===== src/rtl/pps_pkg.sv =====
package pps_pkg;

    localparam int FIELD_W  = 6;
    localparam int ADDR_W   = 6;
    localparam int DATA_W   = 16;
    localparam int IN_BASE  = 0;
    localparam int OUT_BASE = 32;
    localparam int CTRL_ADR = 63;
    localparam int LOCK_BIT = 6;

    localparam logic [DATA_W-1:0] KEY_FIRST  = 16'h0046;
    localparam logic [DATA_W-1:0] KEY_SECOND = 16'h0057;

    typedef logic [FIELD_W-1:0] sel_t;

    typedef enum logic [1:0] {
        LK_IDLE  = 2'd0,
        LK_KEY1  = 2'd1,
        LK_ARMED = 2'd2
    } lk_state_e;

    // Codes that carry a peripheral output onto a pin
    function automatic logic code_assigned(input sel_t c);
        return ((c >= 6'd1)  && (c <= 6'd12)) ||
               ((c >= 6'd18) && (c <= 6'd22));
    endfunction

endpackage


===== src/rtl/pps_lock_fsm.sv =====
module pps_lock_fsm
    import pps_pkg::*;
(
    input  logic              clk,
    input  logic              rst_n,
    input  logic              one_way_en,
    input  logic              wr_en,
    input  logic              is_ctrl,
    input  logic [DATA_W-1:0] wr_data,
    output logic              lock_q,
    output logic              armed
);

    lk_state_e state_q, state_d;
    logic      lock_d;
    logic      wr_ctrl;

    assign wr_ctrl = wr_en && is_ctrl;
    assign armed   = (state_q == LK_ARMED);

    // state register
    always_ff @(posedge clk or negedge rst_n) begin
        if (!rst_n) state_q <= LK_IDLE;
        else        state_q <= state_d;
    end

    // transitions: only writes move the machine
    always_comb begin
        state_d = state_q;
        if (wr_en) begin
            unique case (state_q)
                LK_IDLE:  state_d = (wr_ctrl && wr_data == KEY_FIRST)  ? LK_KEY1  : LK_IDLE;
                LK_KEY1:  state_d = (wr_ctrl && wr_data == KEY_SECOND) ? LK_ARMED : LK_IDLE;
                LK_ARMED: state_d = LK_IDLE;
                default:  state_d = LK_IDLE;
            endcase
        end
    end

    // outputs: lock flag update
    always_comb begin
        lock_d = lock_q;
        unique case (state_q)
            LK_ARMED: begin
                if (wr_ctrl) begin
                    if (wr_data[LOCK_BIT])           lock_d = 1'b1;
                    else if (!(one_way_en && lock_q)) lock_d = 1'b0;
                end
            end
            default: lock_d = lock_q;
        endcase
    end

    always_ff @(posedge clk or negedge rst_n) begin
        if (!rst_n) lock_q <= 1'b0;
        else        lock_q <= lock_d;
    end

endmodule


===== src/rtl/pps_cfg_regs.sv =====
module pps_cfg_regs
    import pps_pkg::*;
#(
    parameter int NPINS = 16,
    parameter int NIN   = 8
) (
    input  logic                          clk,
    input  logic                          rst_n,
    input  logic                          lock,
    input  logic                          wr_en,
    input  logic [ADDR_W-1:0]             wr_addr,
    input  logic [DATA_W-1:0]             wr_data,
    input  logic [ADDR_W-1:0]             rd_addr,
    output logic [DATA_W-1:0]             rd_data,
    output logic [NIN-1:0][FIELD_W-1:0]   in_map,
    output logic [NPINS-1:0][FIELD_W-1:0] out_map,
    output logic                          mismatch
);

    localparam int IN_REGS  = (NIN + 1) / 2;
    localparam int OUT_REGS = (NPINS + 1) / 2;

    logic [NIN-1:0][FIELD_W-1:0]   in_map_q,  in_shd_q;
    logic [NPINS-1:0][FIELD_W-1:0] out_map_q, out_shd_q;
    logic                          mismatch_q;

    logic [2*IN_REGS-1:0][FIELD_W-1:0]  in_pad;
    logic [2*OUT_REGS-1:0][FIELD_W-1:0] out_pad;

    always_ff @(posedge clk or negedge rst_n) begin
        if (!rst_n) begin
            in_map_q  <= '1;
            in_shd_q  <= '1;
            out_map_q <= '0;
            out_shd_q <= '0;
        end else if (wr_en && !lock) begin
            for (int i = 0; i < NIN; i++) begin
                if (wr_addr == ADDR_W'(IN_BASE + i / 2)) begin
                    in_map_q[i] <= (i % 2 == 1) ? wr_data[13:8] : wr_data[5:0];
                    in_shd_q[i] <= (i % 2 == 1) ? wr_data[13:8] : wr_data[5:0];
                end
            end
            for (int p = 0; p < NPINS; p++) begin
                if (wr_addr == ADDR_W'(OUT_BASE + p / 2)) begin
                    out_map_q[p] <= (p % 2 == 1) ? wr_data[13:8] : wr_data[5:0];
                    out_shd_q[p] <= (p % 2 == 1) ? wr_data[13:8] : wr_data[5:0];
                end
            end
        end
    end

    always_ff @(posedge clk or negedge rst_n) begin
        if (!rst_n) mismatch_q <= 1'b0;
        else        mismatch_q <= mismatch_q
                                | (in_map_q  != in_shd_q)
                                | (out_map_q != out_shd_q);
    end

    assign in_pad  = (2*IN_REGS*FIELD_W)'(in_map_q);
    assign out_pad = (2*OUT_REGS*FIELD_W)'(out_map_q);

    always_comb begin
        rd_data = '0;
        for (int k = 0; k < IN_REGS; k++) begin
            if (rd_addr == ADDR_W'(IN_BASE + k))
                rd_data = {2'b00, in_pad[2*k+1], 2'b00, in_pad[2*k]};
        end
        for (int k = 0; k < OUT_REGS; k++) begin
            if (rd_addr == ADDR_W'(OUT_BASE + k))
                rd_data = {2'b00, out_pad[2*k+1], 2'b00, out_pad[2*k]};
        end
        if (rd_addr == ADDR_W'(CTRL_ADR))
            rd_data[LOCK_BIT] = lock;
    end

    assign in_map   = in_map_q;
    assign out_map  = out_map_q;
    assign mismatch = mismatch_q;

endmodule


===== src/rtl/pps_in_route.sv =====
module pps_in_route
    import pps_pkg::*;
#(
    parameter int NPINS = 16,
    parameter int NIN   = 8
) (
    input  logic [NIN-1:0][FIELD_W-1:0] in_map,
    input  logic [NPINS-1:0]            pin_in,
    output logic [NIN-1:0]              per_in
);

    localparam int PIN_W = $clog2(NPINS);

    for (genvar i = 0; i < NIN; i++) begin : g_in
        logic in_range;
        assign in_range  = ({1'b0, in_map[i]} < (FIELD_W+1)'(NPINS));
        assign per_in[i] = in_range ? pin_in[in_map[i][PIN_W-1:0]] : 1'b0;
    end

endmodule


===== src/rtl/pps_out_route.sv =====
module pps_out_route
    import pps_pkg::*;
#(
    parameter int NPINS = 16,
    parameter int NCODE = 23
) (
    input  logic [NPINS-1:0][FIELD_W-1:0] out_map,
    input  logic [NPINS-1:0]              port_lat,
    input  logic [NPINS-1:0]              port_tris,
    input  logic [NCODE-1:0]              per_out,
    input  logic [NCODE-1:0]              per_oe,
    output logic [NPINS-1:0]              pad_out,
    output logic [NPINS-1:0]              pad_oe
);

    localparam int CODE_W = $clog2(NCODE);

    for (genvar p = 0; p < NPINS; p++) begin : g_pin
        sel_t code;
        logic routed;
        logic o_bit, oe_bit;

        assign code   = out_map[p];
        assign routed = code_assigned(code) && ({1'b0, code} < (FIELD_W+1)'(NCODE));

        always_comb begin
            if (code == '0) begin
                o_bit  = port_lat[p];
                oe_bit = ~port_tris[p];
            end else if (routed) begin
                o_bit  = per_out[code[CODE_W-1:0]];
                oe_bit = per_oe[code[CODE_W-1:0]];
            end else begin
                o_bit  = 1'b0;
                oe_bit = 1'b0;
            end
        end

        assign pad_out[p] = o_bit;
        assign pad_oe[p]  = oe_bit;
    end

endmodule


===== src/rtl/pps_crossbar.sv =====
module pps_crossbar
    import pps_pkg::*;
#(
    parameter int NPINS = 16,
    parameter int NIN   = 8,
    parameter int NCODE = 23
) (
    input  logic              clk,
    input  logic              rst_n,
    input  logic              one_way_en,
    input  logic              wr_en,
    input  logic [ADDR_W-1:0] wr_addr,
    input  logic [DATA_W-1:0] wr_data,
    input  logic [ADDR_W-1:0] rd_addr,
    output logic [DATA_W-1:0] rd_data,
    input  logic [NPINS-1:0]  pin_in,
    input  logic [NPINS-1:0]  port_lat,
    input  logic [NPINS-1:0]  port_tris,
    output logic [NPINS-1:0]  pad_out,
    output logic [NPINS-1:0]  pad_oe,
    input  logic [NCODE-1:0]  per_out,
    input  logic [NCODE-1:0]  per_oe,
    output logic [NIN-1:0]    per_in,
    output logic              cfg_mismatch_rst
);

    logic                          is_ctrl;
    logic                          lock_q;
    logic                          lock_armed;
    logic [NIN-1:0][FIELD_W-1:0]   in_map;
    logic [NPINS-1:0][FIELD_W-1:0] out_map;

    assign is_ctrl = (wr_addr == ADDR_W'(CTRL_ADR));

    pps_lock_fsm u_lock (
        .clk        (clk),
        .rst_n      (rst_n),
        .one_way_en (one_way_en),
        .wr_en      (wr_en),
        .is_ctrl    (is_ctrl),
        .wr_data    (wr_data),
        .lock_q     (lock_q),
        .armed      (lock_armed)
    );

    pps_cfg_regs #(.NPINS(NPINS), .NIN(NIN)) u_regs (
        .clk      (clk),
        .rst_n    (rst_n),
        .lock     (lock_q),
        .wr_en    (wr_en),
        .wr_addr  (wr_addr),
        .wr_data  (wr_data),
        .rd_addr  (rd_addr),
        .rd_data  (rd_data),
        .in_map   (in_map),
        .out_map  (out_map),
        .mismatch (cfg_mismatch_rst)
    );

    pps_in_route #(.NPINS(NPINS), .NIN(NIN)) u_in (
        .in_map (in_map),
        .pin_in (pin_in),
        .per_in (per_in)
    );

    pps_out_route #(.NPINS(NPINS), .NCODE(NCODE)) u_out (
        .out_map   (out_map),
        .port_lat  (port_lat),
        .port_tris (port_tris),
        .per_out   (per_out),
        .per_oe    (per_oe),
        .pad_out   (pad_out),
        .pad_oe    (pad_oe)
    );

endmodule


===== config.mk =====
export PLATFORM = sky130hd
export DESIGN_NAME = pps_crossbar
export DESIGN_NICKNAME = d
export VERILOG_FILES = /design/src/rtl/pps_pkg.sv /design/src/rtl/pps_lock_fsm.sv /design/src/rtl/pps_cfg_regs.sv /design/src/rtl/pps_in_route.sv /design/src/rtl/pps_out_route.sv /design/src/rtl/pps_crossbar.sv
export SDC_FILE = /design/constraint.sdc
export NUM_CORES = 1
export LEC_CHECK = 0
export ABC_AREA = 1
export BUFFER_PORTS_ARGS = -buffer_cell sky130_fd_sc_hd__buf_4
export CELL_PAD_IN_SITES_DETAIL_PLACEMENT = 1
export CELL_PAD_IN_SITES_GLOBAL_PLACEMENT = 2
export CORE_MARGIN = 1.5
export CORE_UTILIZATION = 32
export CTS_CLUSTER_DIAMETER = 150
export DETAILED_ROUTE_END_ITERATION = 10
export GPL_TIMING_DRIVEN = 1
export PLACE_DENSITY = 0.85
export SETUP_SLACK_MARGIN = 0.2
export SLEW_MARGIN = 25
export SYNTH_ARGS = -nofsm -noshare
export SYNTH_HDL_FRONTEND = slang
export SYNTH_SLANG_ARGS = --single-unit

===== constraint.sdc =====
create_clock -name clk -period 2 [get_ports clk]
set_input_delay 0.1 -clock clk [delete_from_list [all_inputs] [get_ports clk]]
set_output_delay 0.1 -clock clk [all_outputs]
set_load 0.01 [all_outputs]

# Word-level counts from Yosys, hierarchy flattened
# Index checks and enable logic that the tools add are counted.
[word_totals]
reg_bits = 147
output_inout_bits = 57
word_cells = 455
[op_classes]
n_lt_le_gt_ge = 112
eq_ne = 29
muxes = 170
bitwise = 16
n_reduce_logical = 102
[ops]
columns = ["cell", "n"]
rows = [
  ["$mux 14", 12],
  ["$bmux 1 s5", 32],
  ["$lt 6x5->1 const B", 24],
  ["$mux 1", 116],
  ["$eq 6x6->1 const B", 18],
  ["$logic_not 6->1", 18],
  ["$ge 6x1->1 const B", 16],
  ["$ge 6x5->1 const B", 16],
  ["$le 6x4->1 const B", 16],
  ["$le 6x5->1 const B", 16],
  ["$lt 5x6->1 const B", 16],
  ["$logic_and 1x1->1", 53],
  ["$lt 4x5->1 const B", 8],
  ["$bmux 1 s4", 8],
  ["$eq 16x7->1 const B", 2],
  ["$eq 6x2->1 const B", 4],
  ["$reduce_and 2->1", 12],
  ["$logic_or 1x1->1", 16],
  ["$not 1->1", 16],
  ["$eq 6x1->1 const B", 2],
  ["$pmux 2 s2", 1],
  ["$reduce_and 3->1", 1],
  ["$eq 2x1->1 const B", 1],
  ["$eq 2x2->1 const B", 1],
  ["other kinds (4)", 4],
]

# Depth between registers and ports, before layout
# Gate-level depths: netlist of the first run.
[depth]
ltp_word = 14
depth_mapped = 13
depth_no_buf = 11

# Hierarchy
# From an unflattened synthesis of the first run, not the netlist that was laid out.
[unflattened]
hier_cells = 3526
hier_area_um2 = 18992.0
[by_module_without_submodules]
columns = ["module", "instances", "cells_per_inst", "area_per_inst_um2", "seq_area_each_um2"]
rows = [
  ["pps_out_route", 1, 2319, 10371.2, 0.0],
  ["pps_cfg_regs", 1, 845, 6810.3, 3663.5],
  ["pps_in_route", 1, 311, 1535.2, 0.0],
  ["pps_lock_fsm", 1, 44, 246.5, 75.1],
  ["pps_crossbar", 1, 7, 28.8, 0.0],
]

# Worst setup path after synthesis of the first run
# OpenSTA, ideal clock, no wires.
[synth_path]
kind = "register -> register"
startpoint = "register u_lock.lock_q"
endpoint = "register u_regs.out_map_q (netlist bit u_regs.out_map[87])"
t_arrival_ns = 1.488
required_time_ns = 1.874
slack_ns = 0.386
path_stages_with_launch = 9
period_less_slack_ns = 1.614
cell_sequence = "dfrtp_1 nor2_4 inv_2 nor3_4 or3b_1 buf_6 buf_6 nand2_1 o21ai_2"
[synth_between]
elab_chain_cells = 3
[synth_lines]
columns = ["element", "line", "rtl"]
rows = [
  ["from (decl)", "pps_lock_fsm.sv:10", "output logic lock_q,"],
  ["from (signal assigned)", "pps_lock_fsm.sv:56", "else lock_q <= lock_d;"],
  ["$logic_not 1->1", "pps_cfg_regs.sv:36", "end else if (wr_en && !lock) begin"],
  ["$logic_and 1x1->1", "pps_cfg_regs.sv:36", ""],
  ["$reduce_and 2->1 (no source line)", "--", ""],
  ["to (signal, indexed assignment)", "pps_cfg_regs.sv:45", "out_map_q[p] <= (p % 2 == 1) ? wr_data[13:8] : wr_data[5:0];"],
  ["to (decl)", "pps_cfg_regs.sv:24", "logic [NPINS-1:0][FIELD_W-1:0] out_map_q, out_shd_q;"],
]
# Every way passes these cells.
# A chain may end at the register's enable or synchronous reset.

# Worst setup path in the final report of the first run
[layout_path]
startpoint = "register u_regs.out_map_q (netlist bit u_regs.out_map[0])"
endpoint = "output port pad_oe[0]"
[layout_between]
elab_chain_cells = 6
[layout_lines]
columns = ["element", "line", "rtl"]
rows = [
  ["$ge 6x1->1, or another cell as far along", "pps_pkg.sv:24", "return ((c >= 6'd1) && (c <= 6'd12)) ||"],
  ["$logic_and 1x1->1, on equally long branches", "pps_pkg.sv:24, pps_pkg.sv:25", ""],
  ["$logic_or 1x1->1", "pps_pkg.sv:24", ""],
  ["$logic_and 1x1->1", "pps_out_route.sv:24", "assign routed = code_assigned(code) && ({1'b0, code} < (FIELD_W+1)'(NCODE));"],
  ["$mux 1", "pps_out_route.sv:30", "end else if (routed) begin"],
  ["$mux 1 *", "pps_out_route.sv:27", "if (code == '0) begin"],
  ["to (decl)", "pps_crossbar.sv:20", "output logic [NPINS-1:0] pad_oe,"],
]
# Every way passes the cells marked *; elsewhere a longest branch is shown, timed or not. The select of a mux whose other input is x is not followed.

==> results of run 1 <==
sequential cells by signal, indices dropped and copies added (netlist names):
register,flops
u_regs.out_map,96
u_regs.in_map,42
u_regs.in_shd_q,6
u_lock.state_q,2
u_lock.lock_q,1
worst min-delay path by stage:
stage	startpoint	to	slack (ps)	cells after the start
3_5_place_dp	rst_n	u_regs.out_map[15]$_DFFE_PN0P_	120	1
4_1_cts	wr_data[7]	u_lock.state_q[1]$_DFFE_PN0P_	10	6
6_report	wr_data[7]	u_lock.state_q[1]$_DFFE_PN0P_	60	6
2_1_floorplan	rst_n	u_lock.lock_q$_DFFE_PN0P_	-200	0
5_1_grt	wr_data[7]	u_lock.state_q[1]$_DFFE_PN0P_	80	6
3_3_place_gp	rst_n	u_regs.out_map[14]$_DFFE_PN0P_	110	1
cells in the final DEF, fill, tap and decap left out, types with 45 or more instances in the layout:
cell,netlist,final
dfrtp_1,99,45
o211ai_1,45,45
buf_6,3,99
a21oi_1,308,221
nand2_2,4,52
o21ai_0,483,294
o21ai_1,11,174
nand4_1,50,50
nand2_1,644,578
dfrtp_2,0,54
dfstp_2,48,48
buf_4,38,370
nor2_1,243,185
a21oi_2,0,85
o221ai_1,95,77
inv_1,227,179
nand3_1,96,70
area by class of cell:
type / instances / area share
Clock inverter: 14 / 0.00733
Timing Repair inverter: 2 / 0.000652
Tap cell: 664 / 0.0361
Multi-Input combinational cell: 2105 / 0.506
Antenna cell: 2 / 0.000217
Sequential cell: 147 / 0.165
Inverter: 233 / 0.0416
Clock buffer: 18 / 0.0186
Timing Repair Buffer: 538 / 0.224
worst max-delay path, stage by stage, from the launching register on:
cell      delay [ps]
dfrtp_2          440
clkinv_4         110
buf_12           150
buf_16           140
nor2_4            90
a21oi_2           50
o21ai_2          180
nand2_1           80
nand4_1          100
nand2_1           60
nand2_1           70
o21ai_1           60
buf_4            140
repair_timing:
action / in CTS / in global routing
endpoints found under the setup margin: 64 / 66
hold buffers: 9 / 0
cloned: 28 / 9
endpoints found under the hold margin: 47 / 0
pin swaps: 148 / 147
buffers inserted: 115 / 31
gates resized for setup: 556 / 290
cells by family after synthesis:
family / synth area share
compound gates: 0.361
buf+inv: 0.133
flops: 0.233
other cells: 0.000234
simple gates: 0.273
power groups by stage:
stage / registers (mW) / clock network, mW / logic, mW
after floorplan: 3.77 / 0 / 4.79
after global placement: 4.22 / 0 / 6.94
after detailed placement: 4.24 / 0 / 7.14
after CTS: 4.22 / 3.48 / 8.71
after global routing: 4.33 / 3.58 / 10.4
final: 4.32 / 3.46 / 9.73
metal layers:
metal | up-vias | routed length (um) | global-route usage
li1 | 10006 | - | -
met1 | 11395 | 39100 | 0.483
met2 | 1511 | 44000 | 0.576
met3 | 469 | 11100 | 0.0778
met4 | 6 | 7920 | 0.268
met5 | - | 33 | 0
through the flow:
stage / instances / instance area, um2
detailed placement: 3497 / 18500
floorplan: 2749 / 16100
finish: 3723 / 23000
global route: 3721 / 23000
CTS: 3681 / 21800
global placement: 3497 / 18500
==> flow_metrics.env, run 1 <==
export IMPL_postSynthAreaPerCell_um2=5.84
export IMPL_end_kind="primary output"
export IMPL_synth_top_area_frac=0.154
export IMPL_ys_types=39
export IMPL_comb_power_share=0.556
export IMPL_wl_per_cell_um=27.5
export IMPL_ys_seq_area_frac=0.233
export IMPL_status="finished with violations"
export IMPL_grtUsageTotal=0.381
export IMPL_die_h_um=227
export IMPL_die_x_um=227
export IMPL_finalSetupViolCount=41
export IMPL_grt_pass1_wl_um=144000
export IMPL_clock_power_share=0.198
export IMPL_multiInputGateArea_um2=11700
export IMPL_drc=0
export IMPL_gp_congestion=1.03
export IMPL_crit_reg2reg_launch="u_lock.lock_q$_DFFE_PN0P_"
export IMPL_fin_crit_sh=1.12
export IMPL_cp_arrival_ps=2140
export IMPL_slew_viol_final=0
export IMPL_yosys_cell_count_top_type="nand2_1"
export IMPL_nFillCells=6379
export IMPL_min_period_ps=2240
export IMPL_holdCritPathClass="input pin to flop"
export IMPL_viasPerCell=6.28
export IMPL_cp_start_kind="flop"
export IMPL_ir_drop_uv=642
export IMPL_utilization=0.468
export IMPL_io_buffers=178
export IMPL_antenna_found_initial=5
export IMPL_path_clk_slew_ps=70
export IMPL_async_flop_share=1.00
export IMPL_synth_seq_cells=147
export IMPL_grt_pass1_vias=22617
export IMPL_insertion_delay_ps=450
export IMPL_nNetsFinal=3170
export IMPL_p_seq_frac=0.247
export IMPL_yosys_area_top_type="dfrtp_1"
export IMPL_intPower_mw=9.43
export IMPL_dp_slack_ps=-19.7
export IMPL_max_slew_margin=0.406
export IMPL_cts_tree="yes"
export IMPL_timing_final_ws_setup_ps=-236
export IMPL_wirelength_um=102000
export IMPL_drive_above_1_share=0.348
export IMPL_dieArea_um2=51500
export IMPL_grt_max_degree=48
export IMPL_synthFlopType="dfrtp_1"
export IMPL_netlist_top_cells_area="dfrtp_1 15%, nand2_1 15%, o21ai_0 15%"
export IMPL_r2r_slack_ps=220
export IMPL_cts_buffers=17
export IMPL_synth_edf_count=0
export IMPL_hold_viol=0
export IMPL_num_rows=81
export IMPL_firstDrtPassIters=6
export IMPL_ys_warn_count=0
export IMPL_finalSetupTns_ps=-3850
export IMPL_start_util=0.326
export IMPL_powerDensity_nw_per_um2=760
export IMPL_rsz0062_at_grt="true"
export IMPL_cts_htree_levels=4
export IMPL_seq_area_um2=3810
export IMPL_clockBufferDepth=2
export IMPL_switching_share=0.461
export IMPL_coreArea_um2=49300
export IMPL_p_leak_nw=10.0
export IMPL_worstPathRequired_ps=1900
export IMPL_cp_startpoint="u_regs.out_map[0]$_DFFE_PN0P_"
export IMPL_violations="negative setup slack"
export IMPL_max_cap_viol_count=0
export IMPL_power_switching_mw=8.08
export IMPL_num_io_pins=183
export IMPL_worstMarginPinSlew_ps=890
export IMPL_netlist_area_um2=16000
export IMPL_max_freq_ghz=0.447
export IMPL_cts_root_buf="clkbuf_16"
export IMPL_crit_end="pad_oe[0]"
export IMPL_syn_inst=2746
export IMPL_critPathMaxFanout=5
export IMPL_num_vias=23387
export IMPL_syn_to_final_growth_pct=43.6
export IMPL_drt_iter0_drc=2806
export IMPL_r2r_cells=6
export IMPL_worstSetupPathType="flop to primary output"
export IMPL_skew_ps=8.63
export IMPL_dp_hpwl_um=66900
export IMPL_yosys_top_cells_count="644 x nand2_1, 483 x o21ai_0, 308 x a21oi_1"
export IMPL_grt_overflow_total=0
export IMPL_timing_rr_end="u_regs.in_map[38]$_DFFE_PN1P_"
export IMPL_cts_num_sinks=147
export IMPL_antenna_left=0
export IMPL_hold_ws_ps=55.2
export IMPL_power_mw=17.5
Power figures use the tool's default switching activity.
==> run 2: changes to the inputs <==
- HOLD_SLACK_MARGIN: unset -> 0.08
==> run 2 against run 1 <==
Effect of this change: highest routed layer unchanged; die area did not move; register-to-register slack barely moved; maximum frequency fell by 0.26%; clock skew barely moved; the flow still finishes with violations (negative setup slack).
==> flow_metrics.env, run 2 (synthesis results as in run 1) <==
export IMPL_status="finished with violations"
export IMPL_violations="negative setup slack"
export IMPL_max_freq_ghz=0.446
export IMPL_worstPathRequired_ps=1900
export IMPL_grt_max_degree=48
export IMPL_largest_register_ffs=96
export IMPL_worstSetupPathType="flop to primary output"
export IMPL_utilization=0.468
export IMPL_min_period_ps=2240
export IMPL_max_stage_delay_ps=440
export IMPL_cp_start_kind="flop"
export IMPL_critPathMaxFanout=5
export IMPL_num_vias=23366
export IMPL_critical_path_cell_chain="clkinv_4, buf_12, buf_16, nor2_4, a21oi_2, o21ai_2, nand2_1, nand4_1, nand2_1, nand2_1, o21ai_1, buf_4"
export IMPL_antenna_found_initial=5
export IMPL_slowest_stage="dfrtp_2"
export IMPL_cts_buffers=17
export IMPL_grt_pass1_wl_um=145000
export IMPL_die_h_um=227
export IMPL_final_common_cell="nand2_1"
export IMPL_grt_pass1_vias=22633
export IMPL_p_leak_nw=10.0
export IMPL_crit_reg2reg_launch="u_lock.lock_q$_DFFE_PN0P_"
export IMPL_powerDensity_nw_per_um2=759
export IMPL_io_buffers=178
export IMPL_rsz0062_at_grt="true"
export IMPL_path_clk_slew_ps=70
export IMPL_seq_area_um2=3810
export IMPL_timing_rr_end="u_regs.in_map[38]$_DFFE_PN1P_"
export IMPL_cts_tree="yes"
export IMPL_skew_ps=8.46
export IMPL_holdCritPathClass="input pin to flop"
export IMPL_slew_viol_final=0
export IMPL_wirelength_um=102000
export IMPL_crit_end="pad_oe[0]"
export IMPL_nNetsFinal=3172
export IMPL_r2r_slack_ps=210
export IMPL_nFillCells=6381
export IMPL_cts_htree_levels=4
export IMPL_cp_arrival_ps=2140
export IMPL_die_x_um=227
export IMPL_fin_crit_sh=1.12
export IMPL_crit_family="buffers and inverters"
export IMPL_syn_to_final_growth_pct=43.7
export IMPL_cp_num_buf_inv=4
export IMPL_hold_viol=0
export IMPL_drive_above_1_share=0.348
export IMPL_worst_path_most_repeated_cell="nand2_1"
export IMPL_antenna_left=0
export IMPL_grt_overflow_total=0
export IMPL_cp_startpoint="u_regs.out_map[0]$_DFFE_PN0P_"
export IMPL_hold_path_cell_count=4
export IMPL_wl_per_cell_um=27.4
export IMPL_finalSetupTns_ps=-3800
export IMPL_power_mw=17.5
export IMPL_worstMarginPinSlew_ps=926
export IMPL_crit_cells=12
export IMPL_gp_congestion=1.03
export IMPL_drc=0
export IMPL_max_slew_margin=0.382
export IMPL_grtUsageTotal=0.381
export IMPL_end_kind="primary output"
export IMPL_viasPerCell=6.27
export IMPL_num_io_pins=183
export IMPL_num_rows=81
export IMPL_hold_ws_ps=188
export IMPL_cts_num_sinks=147
export IMPL_firstDrtPassIters=5
export IMPL_dp_hpwl_um=66900
export IMPL_start_util=0.326
export IMPL_layout_cells_most_common_list="578 x nand2_1, 371 x buf_4, 294 x o21ai_0"
export IMPL_ir_drop_uv=636
export IMPL_cts_root_buf="clkbuf_16"
export IMPL_timing_final_ws_setup_ps=-242
export IMPL_drt_iter0_drc=2701
export IMPL_clockBufferDepth=2
export IMPL_r2r_cells=6
export IMPL_max_cap_viol_count=0
export IMPL_coreArea_um2=49300
export IMPL_insertion_delay_ps=450
export IMPL_multiInputGateArea_um2=11700
export IMPL_finalSetupViolCount=41
export IMPL_dieArea_um2=51500
## run 2: changes by cell type in the layout (fill, tap and decap cells not counted), sizes merged
cell / before / now
diode: 2 / 3
dlygate4sd3: 9 / 11
## run 2: worst min path at each step
stage,endpoint,slack [ps],startpoint
6_report,u_regs.out_map[88]$_DFFE_PN0P_,190,wr_data[4]
5_1_grt,u_regs.out_map[88]$_DFFE_PN0P_,180,wr_data[4]
4_1_cts,u_regs.out_map[88]$_DFFE_PN0P_,160,wr_data[4]
3_5_place_dp,u_regs.out_map[15]$_DFFE_PN0P_,120,rst_n
3_3_place_gp,u_regs.out_map[14]$_DFFE_PN0P_,110,rst_n
2_1_floorplan,u_lock.lock_q$_DFFE_PN0P_,-200,rst_n
## run 2: worst register-to-register path, delay by kind of cell (launching register included)
family	cells	cell delay [ps]
buffers and inverters	2	300
flip-flops	1	430
AND/OR/NAND/NOR	3	720
AO/OA/AOI/OAI	1	240
## run 2: stage by stage
stage          cell area (um2)  std cells  worst slack [ps]
2_1_floorplan            16100       2749               386
3_3_place_gp             18500       3497             -17.4
3_5_place_dp             18500       3497             -19.7
4_1_cts                  21800       3683              -155
5_1_grt                  23100       3723              -286
6_report                 23100       3726              -242
## run 2: area by class of cell
| class | count | share of cell area |
|---|---|---|
| multi-input combinational | 2105 | 0.506 |
| timing repair buffer | 540 | 0.225 |
| sequential | 147 | 0.165 |
| inverter | 233 | 0.0416 |
| tap | 664 | 0.0360 |
| clock buffer | 18 | 0.0186 |
| clock inverter | 14 | 0.00733 |
| timing repair inverter | 2 | 0.000651 |
| antenna | 3 | 0.000326 |
## run 2: layer usage
| metal | vias up | part of all wire | GRT usage |
|---|---|---|---|
| li1 | 10017 | - | - |
| met4 | 4 | 0.079 | 0.270 |
| met1 | 11375 | 0.38 | 0.484 |
| met5 | - | 0.00026 | 0 |
| met2 | 1485 | 0.43 | 0.576 |
| met3 | 485 | 0.11 | 0.0775 |
## run 2: repair_timing
item,in CTS,in global routing
endpoints found under the setup margin,64,67
gates cloned,28,9
gates resized for setup,556,290
pin swaps,148,147
endpoints found under the hold margin,142,0
hold buffers,11,0
buffers inserted,115,31
## run 2: where the power goes
group / switching, mW / total, mW / leakage [nW] / internal [mW]
Clock: 1.57 / 3.45 / 0.283 / 1.88
Combinational: 5.66 / 9.74 / 7.98 / 4.07
Sequential: 0.839 / 4.32 / 1.74 / 3.48
Total: 8.08 / 17.5 / 10.0 / 9.43
